## config.mk

```make
export PLATFORM = sky130hd
export DESIGN_NAME = wps_sequencer
export DESIGN_NICKNAME = d
export VERILOG_FILES = /design/src/rtl/wps_pkg.sv /design/src/rtl/wps_rate_timer.sv /design/src/rtl/wps_addr_gen.sv /design/src/rtl/wps_fetch.sv /design/src/rtl/wps_sequencer.sv
export SDC_FILE = /design/constraint.sdc
export NUM_CORES = 1
export LEC_CHECK = 0
export ABC_AREA = 1
export BUFFER_PORTS_ARGS = -buffer_cell sky130_fd_sc_hd__buf_2
export CAP_MARGIN = 20
export CORE_MARGIN = 3
export CORE_UTILIZATION = 50
export DETAILED_ROUTE_END_ITERATION = 6
export GPL_TIMING_DRIVEN = 0
export PLACE_DENSITY = 0.71
export SLEW_MARGIN = 20
export SYNTH_ARGS = -nofsm -noshare
export SYNTH_HDL_FRONTEND = slang
export SYNTH_SLANG_ARGS = --single-unit
```

## constraint.sdc

```tcl
create_clock -name clk_i -period 3.8 [get_ports clk_i]
set_input_delay 0.76 -clock clk_i [delete_from_list [all_inputs] [get_ports clk_i]]
set_output_delay 0.76 -clock clk_i [all_outputs]
set_load 0.03 [all_outputs]
```

## src/rtl/wps_pkg.sv

```systemverilog
package wps_pkg;
    localparam int DEF_ADDR_W   = 19;
    localparam int DEF_SAMPLE_W = 12;
    localparam int DEF_DIV_W    = 34;
    localparam int DEF_READ_CYC = 3;

    typedef enum logic {
        FETCH_IDLE = 1'b0,
        FETCH_BUSY = 1'b1
    } fetch_mode_e;
endpackage

```

## src/rtl/wps_rate_timer.sv

```systemverilog
module wps_rate_timer #(
    parameter int DIV_W   = 34,
    parameter int MIN_PER = 3
) (
    input  logic             clk_i,
    input  logic             rst_ni,
    input  logic             start_i,
    input  logic             stop_i,
    input  logic [DIV_W-1:0] period_i,
    output logic             tick_o
);
    localparam logic [DIV_W-1:0] MIN_V = DIV_W'(MIN_PER);

    typedef struct packed {
        logic             active;
        logic [DIV_W-1:0] per;
        logic [DIV_W-1:0] cnt;
    } tmr_t;

    tmr_t             st_d, st_q;
    logic [DIV_W-1:0] per_eff;

    always_comb begin
        per_eff = (period_i < MIN_V) ? MIN_V : period_i;
        st_d    = st_q;
        if (stop_i) begin
            st_d.active = 1'b0;
        end else if (start_i) begin
            st_d.active = 1'b1;
            st_d.per    = per_eff;
            st_d.cnt    = per_eff - 1'b1;
        end else if (st_q.active) begin
            if (st_q.cnt == '0) st_d.cnt = st_q.per - 1'b1;
            else                st_d.cnt = st_q.cnt - 1'b1;
        end
    end

    always_ff @(posedge clk_i) begin
        if (!rst_ni) st_q <= '0;
        else         st_q <= st_d;
    end

    assign tick_o = st_q.active && (st_q.cnt == '0) && !stop_i;
endmodule

```

## src/rtl/wps_addr_gen.sv

```systemverilog
module wps_addr_gen #(
    parameter int ADDR_W = 19
) (
    input  logic              clk_i,
    input  logic              rst_ni,
    input  logic              start_i,
    input  logic              advance_i,
    input  logic [ADDR_W:0]   len_i,
    output logic [ADDR_W-1:0] addr_o
);
    typedef struct packed {
        logic [ADDR_W:0]   len;
        logic [ADDR_W-1:0] cur;
    } ag_t;

    ag_t st_d, st_q;

    function automatic logic [ADDR_W-1:0] wrap_next(input logic [ADDR_W-1:0] a,
                                                     input logic [ADDR_W:0]   n);
        logic [ADDR_W:0] inc;
        inc = {1'b0, a} + 1'b1;
        return (inc >= n) ? '0 : inc[ADDR_W-1:0];
    endfunction

    always_comb begin
        st_d = st_q;
        if (start_i) begin
            st_d.len = len_i;
            st_d.cur = wrap_next('0, len_i);
        end else if (advance_i) begin
            st_d.cur = wrap_next(st_q.cur, st_q.len);
        end
    end

    always_ff @(posedge clk_i) begin
        if (!rst_ni) st_q <= '0;
        else         st_q <= st_d;
    end

    assign addr_o = st_q.cur;
endmodule

```

## src/rtl/wps_fetch.sv

```systemverilog
module wps_fetch
    import wps_pkg::*;
#(
    parameter int ADDR_W   = 19,
    parameter int READ_CYC = 3
) (
    input  logic              clk_i,
    input  logic              rst_ni,
    input  logic              go_i,
    input  logic              abort_i,
    input  logic [ADDR_W-1:0] addr_i,
    output logic [ADDR_W-1:0] sram_addr_o,
    output logic              sram_oe_o,
    output logic              cap_o
);
    localparam int             PH_W = (READ_CYC > 1) ? $clog2(READ_CYC) : 1;
    localparam logic [PH_W-1:0] LAST = PH_W'(READ_CYC - 1);

    typedef struct packed {
        fetch_mode_e       mode;
        logic [PH_W-1:0]   ph;
        logic [ADDR_W-1:0] addr;
    } fx_t;

    fx_t st_d, st_q;

    always_comb begin
        st_d = st_q;
        if (abort_i) begin
            st_d.mode = FETCH_IDLE;
        end else if (go_i) begin
            st_d.mode = FETCH_BUSY;
            st_d.ph   = '0;
            st_d.addr = addr_i;
        end else if (st_q.mode == FETCH_BUSY) begin
            if (st_q.ph == LAST) st_d.mode = FETCH_IDLE;
            else                 st_d.ph   = st_q.ph + 1'b1;
        end
    end

    always_ff @(posedge clk_i) begin
        if (!rst_ni) st_q <= '{mode: FETCH_IDLE, ph: '0, addr: '0};
        else         st_q <= st_d;
    end

    assign sram_addr_o = st_q.addr;
    assign sram_oe_o   = (st_q.mode == FETCH_BUSY);
    assign cap_o       = (st_q.mode == FETCH_BUSY) && (st_q.ph == LAST) && !abort_i;
endmodule

```

## src/rtl/wps_sequencer.sv

```systemverilog
module wps_sequencer
    import wps_pkg::*;
#(
    parameter int ADDR_W   = DEF_ADDR_W,
    parameter int SAMPLE_W = DEF_SAMPLE_W,
    parameter int DIV_W    = DEF_DIV_W,
    parameter int READ_CYC = DEF_READ_CYC
) (
    input  logic                clk_i,
    input  logic                rst_ni,
    input  logic                run_i,
    input  logic [DIV_W-1:0]    period_i,
    input  logic [ADDR_W:0]     length_i,
    output logic [ADDR_W-1:0]   sram_addr_o,
    output logic                sram_oe_o,
    input  logic [SAMPLE_W-1:0] sram_data_i,
    output logic [SAMPLE_W-1:0] dac_data_o,
    output logic                dac_strobe_o
);
    typedef struct packed {
        logic                running;
        logic [SAMPLE_W-1:0] dac;
        logic                upd;
        logic                strobe;
    } seq_t;

    seq_t              st_d, st_q;
    logic              start, stop, tick, go, cap;
    logic [ADDR_W-1:0] next_addr, fetch_addr;

    assign stop       = !run_i;
    assign start      = run_i && !st_q.running;
    assign go         = start || tick;
    assign fetch_addr = start ? '0 : next_addr;

    wps_rate_timer #(.DIV_W(DIV_W), .MIN_PER(READ_CYC)) i_timer (
        .clk_i    (clk_i),
        .rst_ni   (rst_ni),
        .start_i  (start),
        .stop_i   (stop),
        .period_i (period_i),
        .tick_o   (tick)
    );

    wps_addr_gen #(.ADDR_W(ADDR_W)) i_addr (
        .clk_i     (clk_i),
        .rst_ni    (rst_ni),
        .start_i   (start),
        .advance_i (tick),
        .len_i     (length_i),
        .addr_o    (next_addr)
    );

    wps_fetch #(.ADDR_W(ADDR_W), .READ_CYC(READ_CYC)) i_fetch (
        .clk_i       (clk_i),
        .rst_ni      (rst_ni),
        .go_i        (go),
        .abort_i     (stop),
        .addr_i      (fetch_addr),
        .sram_addr_o (sram_addr_o),
        .sram_oe_o   (sram_oe_o),
        .cap_o       (cap)
    );

    always_comb begin
        st_d         = st_q;
        st_d.running = run_i;
        st_d.upd     = cap;
        st_d.strobe  = st_q.upd;
        if (cap) st_d.dac = sram_data_i;
    end

    always_ff @(posedge clk_i) begin
        if (!rst_ni) st_q <= '0;
        else         st_q <= st_d;
    end

    assign dac_data_o   = st_q.dac;
    assign dac_strobe_o = st_q.strobe;
endmodule

```

==> flow_summary.toml <==
[placed_design]
place_hpwl_um = 18500
dp_cells = 1612
finalWeightedCongestion = 0.960
preCtsSetupSlack_ps = 249
placed_cell_area_um2 = 9270
port-buffer-count = 101

[global_route]
grt_usage_pct = 27.1
grt_pass1_wl_um = 39200
antenna_found_initial = 0
grt_max_degree = 17
grt_pass1_vias = 7837
overflow = 0

[cts]
cts_buffers = 17
cts.sinks = 145
root_buffer = "clkbuf_16"
cts.clk_slew.worst_paths_ps = 60
clk_latency_ps = 430
clk_path_buf_depth = 2
h-tree-depth = 4
tritoncts = "yes"
ctsHoldBuffers = 0

[min_path]
whs_path_depth = 2
worstHoldStart = "st_d[0]"
min_path_type = "reg2reg"

[worst_setup_path]
rr_worst_depth = 18
critPathKind = "reg2reg"
crit_path_start_kind = "register"
ff2ff_setup_slack_ps = 460
critPathArrivalTime_ps = 3680
slowest_delay_ps = 450
critPathRequiredTime_ps = 4140
critPathLaunch = "i_addr.addr_o[0]"
critPathMaxFanout = 10
cp_cell_sequence = "nand3_1 -> nor3_2 -> nand3_1 -> nor3_2 -> nand3_1 -> nor2_2 -> nand2_1 -> xor2_1 -> inv_1 -> ha_1 -> nand2_1 -> nor2_1 -> a211oi_1 -> nand2_1 -> a21oi_4 -> buf_2 -> nand4_1 -> a21oi_1"
setup.worst_path.end_class = "register"
timing.rr.start = "i_addr.addr_o[0]"
critPathSlowestCell = "dfxtp_1"

[synth]
yosys.area.top_type_share_pct = 34.2
seq_area_frac_synth_pct = 34.2
synth_edf_count = 0
ys_async_sr_fraction_pct = 0
synth-seq-cells = 145
syn_nets = 1383
syn_inst = 1291
synth-main-ff-cell = "dfxtp_1"
synth_top_area_cell = "dfxtp_1"
syn_area_um2 = 8490
avgSynthCellArea_um2 = 6.58
synth_area_leaders = "dfxtp_1 34%, nand2_1 13%, a21oi_1 8.7%, inv_1 8.3%, nor2_1 5.4%"
yosys_warnings = 0
ys_types = 42

[final_layout]
nFillCells = 1637
final_common_cell = "nand2_1"
antenna_cells = 0
syn_to_final_growth_pct = 16.2
finalNetCount = 1505
mostFrequentLayoutCells = "286 x nand2_1, 187 x inv_1, 147 x a21oi_1"
finalInstanceArea_um2 = 9870
final_util_pct = 59.5
drive_gt1_share_pct = 16.9
fin_cells = 1643

[floorplan]
dieArea_um2 = 18600
io_pins = 102
die_h_um = 136
die_x_um = 136
num_rows = 47
start_util_pct = 51.2
core_um2 = 16600

[route]
via_per_inst = 5.19
drcViolationCount = 0
ant_nets = 0
drtPass1Iterations = 7
post_drt_wl_per_cell_um = 15.1
drt_iter0_drc = 705
via_count = 8521
wl_um = 24800

[pwr]
total_power_mw = 4.04
p_per_area_nw_per_um2 = 409
leakage_nw = 4.71
vdd_ir_drop_max_v = 0.000365

[timing]
fmax_mhz = 300
fin_crit_sh_pct = 87.8
maxSlewHeadroom_pct = 49.7
tns_ps = 0
tightest_slew_ps = 755
skew_ps = 8.29
setup_viol = 0
postLayoutSetupSlackWorst_ps = 463
rsz0062_at_grt = "false"
hold_viol = 0
min_period_ps = 3340
hold_slack_ps = 409
slew_violations = 0

[outcome]
status = "completed"

[run]
drv_cap = 0
==> kinds of logic (layout without fill, tap and decap cells) <==
| group | Yosys count | after routing | synth area share, % |
|---|---|---|---|
| flops | 145 | 145 | 34.2 |
| buf+inv | 292 | 424 | 14.8 |
| compound gates | 239 | 239 | 15.1 |
| xor+xnor | 16 | 16 | 1.65 |
| fa+ha+maj | 23 | 23 | 3.39 |
| simple gates | 576 | 576 | 30.9 |
==> critical path: cells and delay by family (launching register included) <==
kind | cells | cell delay [ps]
and+or+nand+nor | 11 | 1520
AOI/OAI and AO/OA | 3 | 530
buffers and inverters | 2 | 320
xor gates and xnor gates | 1 | 140
DFF | 1 | 450
adders and majority gates | 1 | 280
==> flip-flops by register name, indices dropped and copies added, names as in the netlist <==
signal,flops
i_timer.st_q,69
i_fetch.sram_addr_o,19
i_addr.addr_o,19
st_d,1
dac_strobe_o,1
i_fetch.sram_oe_o,1
dac_data_o,12
st_q,1
i_addr.st_q,20
i_fetch.st_q,2
==> cell usage after synthesis, types with 2 or more instances <==
master,n
nor2_2,8
o21ai_1,4
buf_1,2
a31oi_1,5
or2_1,2
a21boi_1,2
a21oi_1,147
clkbuf_1,38
nand2_2,6
nor3_2,3
a21oi_2,10
xor2_1,13
buf_2,16
ha_1,23
a21boi_0,2
nor3_1,4
buf_6,2
nor2_1,122
nand3_4,3
nand3_1,76
nor4_1,2
o211ai_1,2
xnor2_1,3
a211oi_1,6
o21ai_0,58
nor2_4,5
dfxtp_1,145
nand2_4,3
buf_4,33
nand4_1,48
or4_1,2
nor2_8,3
nand2_1,286
inv_1,187
inv_2,13
==> final timing paths <==
| check | to |
|---|---|
| max reg2reg | i_addr.addr_o[12] |
| max | i_addr.addr_o[12] |
| min reg2reg | dac_strobe_o |
| min | dac_strobe_o |
==> metal layers <==
metal,GRT usage (%),vias up,wire length [um]
met1,32.9,3869,10300
met3,4.15,46,1420
met5,0,-,0
li1,-,4348,-
met2,47.9,258,12300
met4,11.3,0,774
==> layout make-up <==
cell class,count,area (um2),area share [%]
repair buffers,103,520,5.27
plain buffers,92,508,5.15
clock buffers,21,470,4.76
multi-input cells,854,4340,43.9
well taps,220,275,2.79
flip-flops and latches,145,2900,29.4
inverters,200,751,7.60
clock inverters,8,106,1.08
==> power by group <==
part / total, mW / internal [mW] / switching (mW)
registers: 1.63 / 1.60 / 0.0370
logic: 0.733 / 0.225 / 0.508
clock network: 1.67 / 1.01 / 0.664
total: 4.04 / 2.83 / 1.21
==> timing repair <==
item / CTS / global route
setup buffers: 0 / 2
gates resized for setup: 0 / 1
setup endpoints to repair: 0 / 10
hold endpoints to repair: 0 / 0
Power figures use the tool's default switching activity.
